--- config.mk ---
export PLATFORM = sky130hd
export DESIGN_NAME = stim_trace_unit
export DESIGN_NICKNAME = d
export VERILOG_FILES = /design/src/rtl/stim_trace_pkg.sv /design/src/rtl/stim_cfg_regs.sv /design/src/rtl/stim_gate.sv /design/src/rtl/stim_sync_timer.sv /design/src/rtl/stim_out_stage.sv /design/src/rtl/stim_trace_unit.sv
export SDC_FILE = /design/constraint.sdc
export NUM_CORES = 1
export LEC_CHECK = 0
export BUFFER_PORTS_ARGS = -buffer_cell sky130_fd_sc_hd__buf_4
export CORE_MARGIN = 5
export CORE_UTILIZATION = 49
export DETAILED_ROUTE_END_ITERATION = 6
export PLACE_DENSITY = 0.81
export SKIP_LAST_GASP = 1
export SYNTH_ARGS = -nofsm -noshare
export SYNTH_HDL_FRONTEND = slang
export SYNTH_SLANG_ARGS = --single-unit
--- constraint.sdc ---
create_clock -name clk_i -period 2.7 [get_ports clk_i]
set_input_delay 0.54 -clock clk_i [delete_from_list [all_inputs] [get_ports clk_i]]
set_output_delay 0.54 -clock clk_i [all_outputs]
set_load 0.01 [all_outputs]
--- src/rtl/stim_trace_pkg.sv ---
package stim_trace_pkg;
  localparam logic [31:0] UNLOCK_KEY = 32'hC5AC_CE55;
  // config offsets above the stimulus window
  localparam int OFS_CTRL = 0;
  localparam int OFS_PEN  = 1;
  localparam int OFS_GRP  = 2;
  localparam int OFS_LOCK = 3;
  localparam int NUM_CFG  = 4;
  // control bit positions
  localparam int CB_EN    = 0;
  localparam int CB_SYNC  = 2;
  localparam int CB_BUSY  = 23;
  localparam int CB_ID_LO = 16;
  localparam int ID_W     = 7;
  localparam logic [31:0] CTRL_WMASK = 32'h007F_031F;
endpackage

--- src/rtl/stim_cfg_regs.sv ---
module stim_cfg_regs
  import stim_trace_pkg::*;
#(
  parameter int NUM_PORTS  = 32,
  parameter int NUM_GROUPS = 4,
  parameter int ADDR_W     = 6
) (
  input  logic                  clk_i,
  input  logic                  rst_ni,
  input  logic                  we_i,
  input  logic [ADDR_W-1:0]     addr_i,
  input  logic [31:0]           wdata_i,
  output logic                  locked_o,
  output logic [31:0]           ctrl_o,
  output logic [NUM_PORTS-1:0]  port_en_o,
  output logic [NUM_GROUPS-1:0] grp_en_o
);
  localparam logic [ADDR_W-1:0] A_CTRL = ADDR_W'(NUM_PORTS + OFS_CTRL);
  localparam logic [ADDR_W-1:0] A_PEN  = ADDR_W'(NUM_PORTS + OFS_PEN);
  localparam logic [ADDR_W-1:0] A_GRP  = ADDR_W'(NUM_PORTS + OFS_GRP);
  localparam logic [ADDR_W-1:0] A_LOCK = ADDR_W'(NUM_PORTS + OFS_LOCK);

  logic                  locked_q;
  logic [31:0]           ctrl_q;
  logic [NUM_PORTS-1:0]  pen_q;
  logic [NUM_GROUPS-1:0] grp_q;
  logic                  cfg_we;

  assign cfg_we = we_i & ~locked_q;

  always_ff @(posedge clk_i or negedge rst_ni) begin
    if (!rst_ni) begin
      locked_q <= 1'b1;
      ctrl_q   <= '0;
      pen_q    <= '0;
      grp_q    <= '0;
    end else begin
      if (we_i && addr_i == A_LOCK) locked_q <= (wdata_i != UNLOCK_KEY);
      if (cfg_we && addr_i == A_CTRL) ctrl_q <= wdata_i & CTRL_WMASK;
      if (cfg_we && addr_i == A_PEN)  pen_q  <= wdata_i[NUM_PORTS-1:0];
      if (cfg_we && addr_i == A_GRP)  grp_q  <= wdata_i[NUM_GROUPS-1:0];
    end
  end

  assign locked_o  = locked_q;
  assign ctrl_o    = ctrl_q;
  assign port_en_o = pen_q;
  assign grp_en_o  = grp_q;
endmodule

--- src/rtl/stim_gate.sv ---
module stim_gate #(
  parameter int NUM_PORTS  = 32,
  parameter int GROUP_SIZE = 8,
  localparam int NUM_GROUPS = NUM_PORTS / GROUP_SIZE
) (
  input  logic                  locked_i,
  input  logic                  glob_en_i,
  input  logic                  busy_i,
  input  logic [NUM_PORTS-1:0]  port_en_i,
  input  logic [NUM_GROUPS-1:0] grp_en_i,
  output logic [NUM_PORTS-1:0]  ok_o
);
  logic common_ok;
  assign common_ok = ~locked_i & glob_en_i & ~busy_i;

  for (genvar p = 0; p < NUM_PORTS; p++) begin : g_port
    assign ok_o[p] = common_ok & port_en_i[p] & grp_en_i[p / GROUP_SIZE];
  end
endmodule

--- src/rtl/stim_sync_timer.sv ---
module stim_sync_timer #(
  parameter int SYNC_PERIOD = 1024,
  localparam int CNT_W = (SYNC_PERIOD > 2) ? $clog2(SYNC_PERIOD) : 1
) (
  input  logic clk_i,
  input  logic rst_ni,
  input  logic run_i,
  output logic expire_o
);
  localparam logic [CNT_W-1:0] LAST = CNT_W'(SYNC_PERIOD - 1);
  logic [CNT_W-1:0] cnt_q;

  assign expire_o = run_i && (cnt_q == LAST);

  always_ff @(posedge clk_i or negedge rst_ni) begin
    if (!rst_ni)       cnt_q <= '0;
    else if (!run_i)   cnt_q <= '0;
    else if (expire_o) cnt_q <= '0;
    else               cnt_q <= cnt_q + 1'b1;
  end
endmodule

--- src/rtl/stim_out_stage.sv ---
module stim_out_stage #(
  parameter int PORT_W = 5,
  parameter int ID_W   = 7
) (
  input  logic              clk_i,
  input  logic              rst_ni,
  input  logic              push_i,
  input  logic [PORT_W-1:0] push_port_i,
  input  logic [ID_W-1:0]   push_id_i,
  input  logic [31:0]       push_data_i,
  input  logic              sync_due_i,
  input  logic [ID_W-1:0]   sync_id_i,
  input  logic              ready_i,
  output logic              valid_o,
  output logic              sync_o,
  output logic [PORT_W-1:0] port_o,
  output logic [ID_W-1:0]   id_o,
  output logic [31:0]       data_o,
  output logic              busy_o
);
  logic              dfull_q, sreq_q, lead_q;
  logic [PORT_W-1:0] dport_q;
  logic [ID_W-1:0]   did_q, sid_q;
  logic [31:0]       dword_q;
  logic              show_sync, fire, sync_set;

  // data keeps the lane once it has been shown and stalled
  assign show_sync = sreq_q & ~lead_q;
  assign valid_o   = dfull_q | sreq_q;
  assign fire      = valid_o & ready_i;
  assign sync_set  = sync_due_i & (~sreq_q | (fire & show_sync));

  always_ff @(posedge clk_i or negedge rst_ni) begin
    if (!rst_ni) begin
      dfull_q <= 1'b0;
      sreq_q  <= 1'b0;
      lead_q  <= 1'b0;
      dport_q <= '0;
      did_q   <= '0;
      sid_q   <= '0;
      dword_q <= '0;
    end else begin
      lead_q <= valid_o & ~show_sync & ~ready_i;
      if (push_i) begin
        dfull_q <= 1'b1;
        dport_q <= push_port_i;
        did_q   <= push_id_i;
        dword_q <= push_data_i;
      end else if (fire && !show_sync) begin
        dfull_q <= 1'b0;
      end
      if (sync_set) begin
        sreq_q <= 1'b1;
        sid_q  <= sync_id_i;
      end else if (fire && show_sync) begin
        sreq_q <= 1'b0;
      end
    end
  end

  assign sync_o = show_sync;
  assign port_o = show_sync ? '0    : dport_q;
  assign id_o   = show_sync ? sid_q : did_q;
  assign data_o = show_sync ? '0    : dword_q;
  assign busy_o = dfull_q;
endmodule

--- src/rtl/stim_trace_unit.sv ---
module stim_trace_unit
  import stim_trace_pkg::*;
#(
  parameter int NUM_PORTS   = 32,
  parameter int GROUP_SIZE  = 8,
  parameter int SYNC_PERIOD = 1024,
  localparam int NUM_GROUPS = NUM_PORTS / GROUP_SIZE,
  localparam int PORT_W     = $clog2(NUM_PORTS),
  localparam int ADDR_W     = $clog2(NUM_PORTS + NUM_CFG)
) (
  input  logic              clk_i,
  input  logic              rst_ni,
  input  logic              reg_we_i,
  input  logic [ADDR_W-1:0] reg_addr_i,
  input  logic [31:0]       reg_wdata_i,
  output logic [31:0]       reg_rdata_o,
  output logic              trace_valid_o,
  input  logic              trace_ready_i,
  output logic              trace_sync_o,
  output logic [PORT_W-1:0] trace_port_o,
  output logic [ID_W-1:0]   trace_id_o,
  output logic [31:0]       trace_data_o
);
  localparam logic [ADDR_W-1:0] A_CTRL = ADDR_W'(NUM_PORTS + OFS_CTRL);
  localparam logic [ADDR_W-1:0] A_PEN  = ADDR_W'(NUM_PORTS + OFS_PEN);
  localparam logic [ADDR_W-1:0] A_GRP  = ADDR_W'(NUM_PORTS + OFS_GRP);
  localparam logic [ADDR_W-1:0] A_LOCK = ADDR_W'(NUM_PORTS + OFS_LOCK);

  logic                  locked_q;
  logic [31:0]           ctrl_q;
  logic [NUM_PORTS-1:0]  pen_q, port_ok;
  logic [NUM_GROUPS-1:0] grp_q;
  logic                  busy, sync_due, stim_hit, push;
  logic [PORT_W-1:0]     sel_port;
  logic [ID_W-1:0]       cur_id;

  assign stim_hit = reg_addr_i < ADDR_W'(NUM_PORTS);
  assign sel_port = reg_addr_i[PORT_W-1:0];
  assign cur_id   = ctrl_q[CB_ID_LO +: ID_W];

  stim_cfg_regs #(
    .NUM_PORTS(NUM_PORTS), .NUM_GROUPS(NUM_GROUPS), .ADDR_W(ADDR_W)
  ) u_cfg (
    .clk_i, .rst_ni,
    .we_i(reg_we_i), .addr_i(reg_addr_i), .wdata_i(reg_wdata_i),
    .locked_o(locked_q), .ctrl_o(ctrl_q), .port_en_o(pen_q), .grp_en_o(grp_q)
  );

  stim_gate #(.NUM_PORTS(NUM_PORTS), .GROUP_SIZE(GROUP_SIZE)) u_gate (
    .locked_i(locked_q), .glob_en_i(ctrl_q[CB_EN]), .busy_i(busy),
    .port_en_i(pen_q), .grp_en_i(grp_q), .ok_o(port_ok)
  );

  assign push = reg_we_i & stim_hit & port_ok[sel_port];

  stim_sync_timer #(.SYNC_PERIOD(SYNC_PERIOD)) u_timer (
    .clk_i, .rst_ni,
    .run_i(ctrl_q[CB_EN] & ctrl_q[CB_SYNC]),
    .expire_o(sync_due)
  );

  stim_out_stage #(.PORT_W(PORT_W), .ID_W(ID_W)) u_out (
    .clk_i, .rst_ni,
    .push_i(push), .push_port_i(sel_port), .push_id_i(cur_id),
    .push_data_i(reg_wdata_i),
    .sync_due_i(sync_due), .sync_id_i(cur_id),
    .ready_i(trace_ready_i),
    .valid_o(trace_valid_o), .sync_o(trace_sync_o), .port_o(trace_port_o),
    .id_o(trace_id_o), .data_o(trace_data_o), .busy_o(busy)
  );

  always_comb begin
    reg_rdata_o = '0;
    if (stim_hit) begin
      reg_rdata_o[0] = port_ok[sel_port];
    end else begin
      unique case (reg_addr_i)
        A_CTRL: begin
          reg_rdata_o          = ctrl_q;
          reg_rdata_o[CB_BUSY] = busy;
        end
        A_PEN:   reg_rdata_o[NUM_PORTS-1:0]  = pen_q;
        A_GRP:   reg_rdata_o[NUM_GROUPS-1:0] = grp_q;
        A_LOCK:  reg_rdata_o[0]              = locked_q;
        default: reg_rdata_o                 = '0;
      endcase
    end
  end
endmodule

After elaboration in Yosys (flattened, before gate mapping)
Cells that the tools add are included.
{"block": "totals", "romBits": 0, "latch_bits": 0, "out_inout_bits": 78, "word_cells": 131, "register_bits": 115, "ramBits": 0, "n_memories": 0}
{"block": "op_classes", "muxes": 16, "multipliers": 0, "reduce_logical": 10, "bitwise": 84, "div_mod_pow": 0, "n_eq_ne": 6, "n_addsub": 1, "order_cmp": 2, "n_shift": 0}
{"operator": "$and A1 B1 Y1", "n": 76}
{"operator": "$pmux W28 S2", "n": 1}
{"operator": "$mux W32", "n": 1}
{"operator": "$ne A32 B32 Y1 const B", "n": 1}
{"operator": "$mux W31", "n": 1}
{"operator": "$eq A6 B6 Y1 const B", "n": 4}
{"operator": "$mux W10", "n": 2}
{"operator": "$add A10 B1 Y10 const B", "n": 1}
{"operator": "$eq A10 B10 Y1 const B", "n": 1}
{"operator": "$pmux W3 S3", "n": 1}
{"operator": "$logic_and A1 B1 Y1", "n": 7}
{"operator": "$mux W7", "n": 1}
{"operator": "$lt A5 B6 Y1 const B", "n": 1}
{"operator": "$lt A6 B6 Y1 const B", "n": 1}
{"operator": "$mux W1", "n": 6}
{"operator": "$not A1 Y1", "n": 6}
{"operator": "$bmux W1 S5", "n": 1}
{"operator": "$mux W5", "n": 1}
{"operator": "$pmux W1 S4", "n": 1}
{"operator": "$reduce_bool A2 Y1", "n": 2}
{"operator": "$or A1 B1 Y1", "n": 2}
{"operator": "$logic_not A1 Y1", "n": 1}

Longest topological paths before layout
{"block": "logic_depth", "word_depth": 9, "ltp_mapped": 8, "depth_no_buf": 6}

Cells and area by module
From an unflattened synthesis, not the netlist that was laid out.
{"block": "unflattened", "cells_unflattened": 478, "hier_area_um2": 6296.0}
{"module": "stim_out_stage", "cells_each": 169, "n_inst": 1, "area_each_um2": 2373.5, "seq_area_each_um2": 1351.3}
{"module": "stim_cfg_regs", "cells_each": 143, "n_inst": 1, "area_each_um2": 2357.3, "seq_area_each_um2": 1277.5}
{"module": "stim_trace_unit", "cells_each": 81, "n_inst": 1, "area_each_um2": 814.5, "seq_area_each_um2": 0.0}
{"module": "stim_sync_timer", "cells_each": 49, "n_inst": 1, "area_each_um2": 485.5, "seq_area_each_um2": 250.2}
{"module": "stim_gate", "cells_each": 36, "n_inst": 1, "area_each_um2": 265.3, "seq_area_each_um2": 0.0}

Least setup slack after synthesis
Ideal clock, no wire load.
{"block": "synth_timing", "kind": "input-to-output", "from": "input port reg_addr_i[1]", "to": "output port reg_rdata_o[0]", "cell_stages": 6, "path_buffers": 1, "path_slack_ns": 0.027, "required_time_ns": 2.160, "t_arrival_ns": 2.133, "path_cell_list": "buf_2 > mux4_2 > mux2i_1 > nor4b_2 > or3_1 > a221o_1"}
{"block": "synth_between", "elab_chain_cells": 3, "word_cells_on_any_way": 9, "classes_between": "order compare: 1; eq/ne: 4; mux: 4"}
{"item": "start, declared", "line_no": "stim_trace_unit.sv:14", "source": "input logic [ADDR_W-1:0] reg_addr_i,"}
{"item": "$bmux W1 S5 / $eq A6 B6 Y1 (equally long branches)", "line_no": "stim_trace_unit.sv:75, stim_trace_unit.sv:77"}
{"item": "$mux W1 (implied by the code) / $pmux W1 S4 (equally long branches)", "line_no": "stim_trace_unit.sv:75, stim_trace_unit.sv:77"}
{"item": "$mux W1 (*)", "line_no": "stim_trace_unit.sv:74", "source": "if (stim_hit) begin"}
{"item": "end, declared", "line_no": "stim_trace_unit.sv:16", "source": "output logic [31:0] reg_rdata_o,"}
Every way passes the cells marked *; elsewhere a longest branch is shown, timed or not. The select of a mux whose other input is x is not followed.

Worst setup path in the final report
{"block": "layout_timing", "from": "register u_cfg.pen_q[16] (netlist: u_cfg.port_en_o[16])", "to": "output port reg_rdata_o[0]"}
{"block": "layout_between", "elab_chain_cells": 5}
{"item": "start, declared", "line_no": "stim_cfg_regs.sv:25", "source": "logic [NUM_PORTS-1:0] pen_q;"}
{"item": "start signal, assigned", "line_no": "stim_cfg_regs.sv:40", "source": "if (cfg_we && addr_i == A_PEN) pen_q <= wdata_i[NUM_PORTS-1:0];"}
{"item": "$and A1 B1 Y1 (2 in a row)", "line_no": "stim_gate.sv:17", "source": "assign ok_o[p] = common_ok & port_en_i[p] & grp_en_i[p / GROUP_SIZE];"}
{"item": "$bmux W1 S5", "line_no": "stim_trace_unit.sv:75", "source": "reg_rdata_o[0] = port_ok[sel_port];"}
{"item": "$mux W1 (implied by the code)", "line_no": "stim_trace_unit.sv:75"}
{"item": "$mux W1", "line_no": "stim_trace_unit.sv:74"}
No other way between the ends. The select of a mux whose other input is x is not followed.

==> impl_metrics.json <==
{
  "postSynthAreaPerCell_um2": 12.8,
  "synth_ff_type": "dfrtp_1",
  "final_hold_viol_count": 0,
  "drv_cap": 0,
  "async_flop_share": 1.00,
  "grt_pass1_vias": 4352,
  "grt_pass1_wl_um": 22600,
  "clk_path_buf_depth": 2,
  "die_w_um": 116,
  "min_period_over_period": 1.07,
  "overflow": 0,
  "required_ps": 2160,
  "peakVddDrop_mv": 0.519,
  "dp_hpwl_um": 10100,
  "dieArea_mm2": 0.0135,
  "cts-buffers-inserted": 17,
  "synth_top_area_frac": 0.518,
  "route.detailed.drc": 0,
  "p_per_area_mw_per_mm2": 549,
  "critPathMaxFanout": 2,
  "syn-num-nets": 473,
  "path_clk_slew_ps": 50,
  "power_leakage_nw": 3.83,
  "setup_violations": 1,
  "yosysWarnings": 0,
  "grt_max_degree": 65,
  "drive_gt1_frac": 0.502,
  "status": "finished with violations",
  "maxClockFrequency_mhz": 346,
  "p_total_mw": 4.02,
  "initial_core_util": 0.504,
  "core_mm2": 0.0109,
  "stdcell_area_mm2": 0.00732,
  "start_kind": "flop",
  "setup_slack_ps": -190,
  "arrival_ps": 2350,
  "final_nets": 621,
  "synth_edf_count": 0,
  "rsz0062_at_grt": "yes",
  "drt-wirelength-per-cell_um": 19.1,
  "vias": 4024,
  "port_buffers": 119,
  "slew_viol_final": 0,
  "first_pass_iters": 4,
  "period_needed_ps": 2890,
  "critPathKind": "flop to output port",
  "cts_tree": "yes",
  "die_y_um": 116,
  "gp_congestion": 0.936,
  "worstSkewPairLatency_ps": 410,
  "yosysSeqAreaShare": 0.522,
  "synth_area_leaders": "dfrtp_1 (52%), mux2_2 (21%), and2_1 (6.1%), mux4_2 (2.5%), a22o_1 (1.7%)",
  "min_path_type": "primary input to asynchronous set/reset pin",
  "antenna_found_initial": 0,
  "totalWireLength_um": 14000,
  "viasPerCell": 5.51,
  "syn_to_final_growth_pct": 32.8,
  "finalSetupTns_ps": -190,
  "globalRouteTotalUtil": 0.218,
  "fin_cells": 730,
  "violations": "negative setup slack",
  "yosys.area.top_type": "dfrtp_1",
  "rows": 38,
  "cts_max_level": 4,
  "drtAntennaViolNets": 0,
  "dpl_cell_area_mm2": 0.00669,
  "antenna_cells": 0,
  "dpl.cell_count": 690,
  "root_buffer": "clkbuf_16",
  "drt_iter0_drc": 219,
  "synth_area_mm2": 0.00551,
  "relSlewSlack": 0.476,
  "netlist_instances": 430,
  "post-place-ws_ps": -150,
  "cts.sink_count": 115,
  "critPathCaptureType": "output port",
  "final.setup_skew_ps": 7.59,
  "yosysUniqueCellTypes": 47,
  "pin_count": 120,
  "synth_seq_cells": 115,
  "tightestPinTransition_ps": 784
}
## sequential cells by signal (all words and copies together) (netlist names)
register / count
u_out.dport_q: 5
u_cfg.port_en_o: 32
u_out.did_q: 7
u_out.dword_q: 32
u_cfg.locked_o: 1
u_out.sid_q: 7
u_cfg.grp_en_o: 4
u_out.busy_o: 1
u_cfg.ctrl_o: 14
u_out.lead_q: 1
u_timer.cnt_q: 10
u_out.sreq_q: 1
## routing by layer
layer | share of wire | GRT usage
met3 | 0.074 | 0.0705
met1 | 0.42 | 0.285
met4 | 0.0057 | 0.0495
met2 | 0.50 | 0.359
met5 | 0 | 0
## Yosys cell counts, types with 6 or more instances
cell	count
dfrtp_1	114
mux2_2	101
and2_1	54
nor2_1	20
a22o_1	11
clkbuf_1	11
nand2_1	10
mux2_1	8
o21ai_0	7
inv_1	6
mux4_2	6
nor2b_1	6
## final timing paths
check | start | slack (ps) | cells past startpoint | endpoint
max | u_cfg.port_en_o[16] | -190 | 6 | reg_rdata_o[0]
min | rst_ni | 170 | 1 | u_out.dword_q[14]
max reg2reg | u_cfg.port_en_o[16] | 190 | 8 | u_out.dword_q[9]
min reg2reg | u_out.dword_q[29] | 480 | 1 | u_out.dword_q[29]
max in group asynchronous | rst_ni | 1750 | 2 | u_out.sid_q[0]
min in group clk_i | reg_wdata_i[29] | 370 | 2 | u_out.dword_q[29]
## worst max-delay path: stages (launching register included)
cell     delay, ps
dfrtp_1        400
mux4_2         490
mux2i_4        200
nor4b_4         70
or3_1          310
a221o_1        340
buf_6          140
## area by class of cell
| type | count | area (µm²) |
|---|---|---|
| fill | 786 | 3620 |
| inverter | 6 | 22.5 |
| multi-input combinational | 286 | 2530 |
| clock inverter | 6 | 30.0 |
| tap | 140 | 175 |
| clock buffer | 25 | 485 |
| timing repair buffer | 152 | 1190 |
| sequential | 115 | 2880 |
## layout by cell type (no fill, tap or decap), types with 7 or more instances in the layout
cell type / instances
a22o_1: 11
and2_1: 54
buf_4: 147
clkbuf_16: 17
dfrtp_1: 114
mux2_1: 8
mux2_2: 101
nand2_1: 10
nor2_1: 20
o21ai_0: 7
## where the power goes
| part | internal, mW | switching [mW] | total, mW | leakage [nW] |
|---|---|---|---|---|
| Sequential | 1.77 | 0.0347 | 1.81 | 1.60 |
| Clock | 1.23 | 0.716 | 1.94 | 0.260 |
| Combinational | 0.135 | 0.132 | 0.267 | 1.97 |
| Total | 3.13 | 0.882 | 4.02 | 3.83 |
## repair_timing
item,in CTS,in global routing
cloned,0,0
buffers inserted,9,0
setup endpoints to repair,1,1
hold endpoints to repair,0,0
hold buffers,0,0
gates resized for setup,5,3
pin swaps,3,1
## cells by family (layout without fill, tap and decap cells)
kind of cell / Yosys count / after routing / synth area share
adders and majority gates: 1 / 1 / 0.00227
and+or+nand+nor: 126 / 126 / 0.136
AOI/OAI and AO/OA: 32 / 32 / 0.0456
muxes: 120 / 120 / 0.256
xor gates and xnor gates: 7 / 7 / 0.0111
buffers and inverters: 29 / 189 / 0.0261
DFF: 115 / 115 / 0.522
## stage by stage
stage | utilization | hold slack, ps
after floorplan | - | 244
after global placement | 0.612 | 461
after global routing | 0.669 | 226
after detailed placement | 0.612 | 472
after CTS | 0.667 | 198
final | 0.669 | 170
Note: power is estimated with default switching activity, not from simulation.
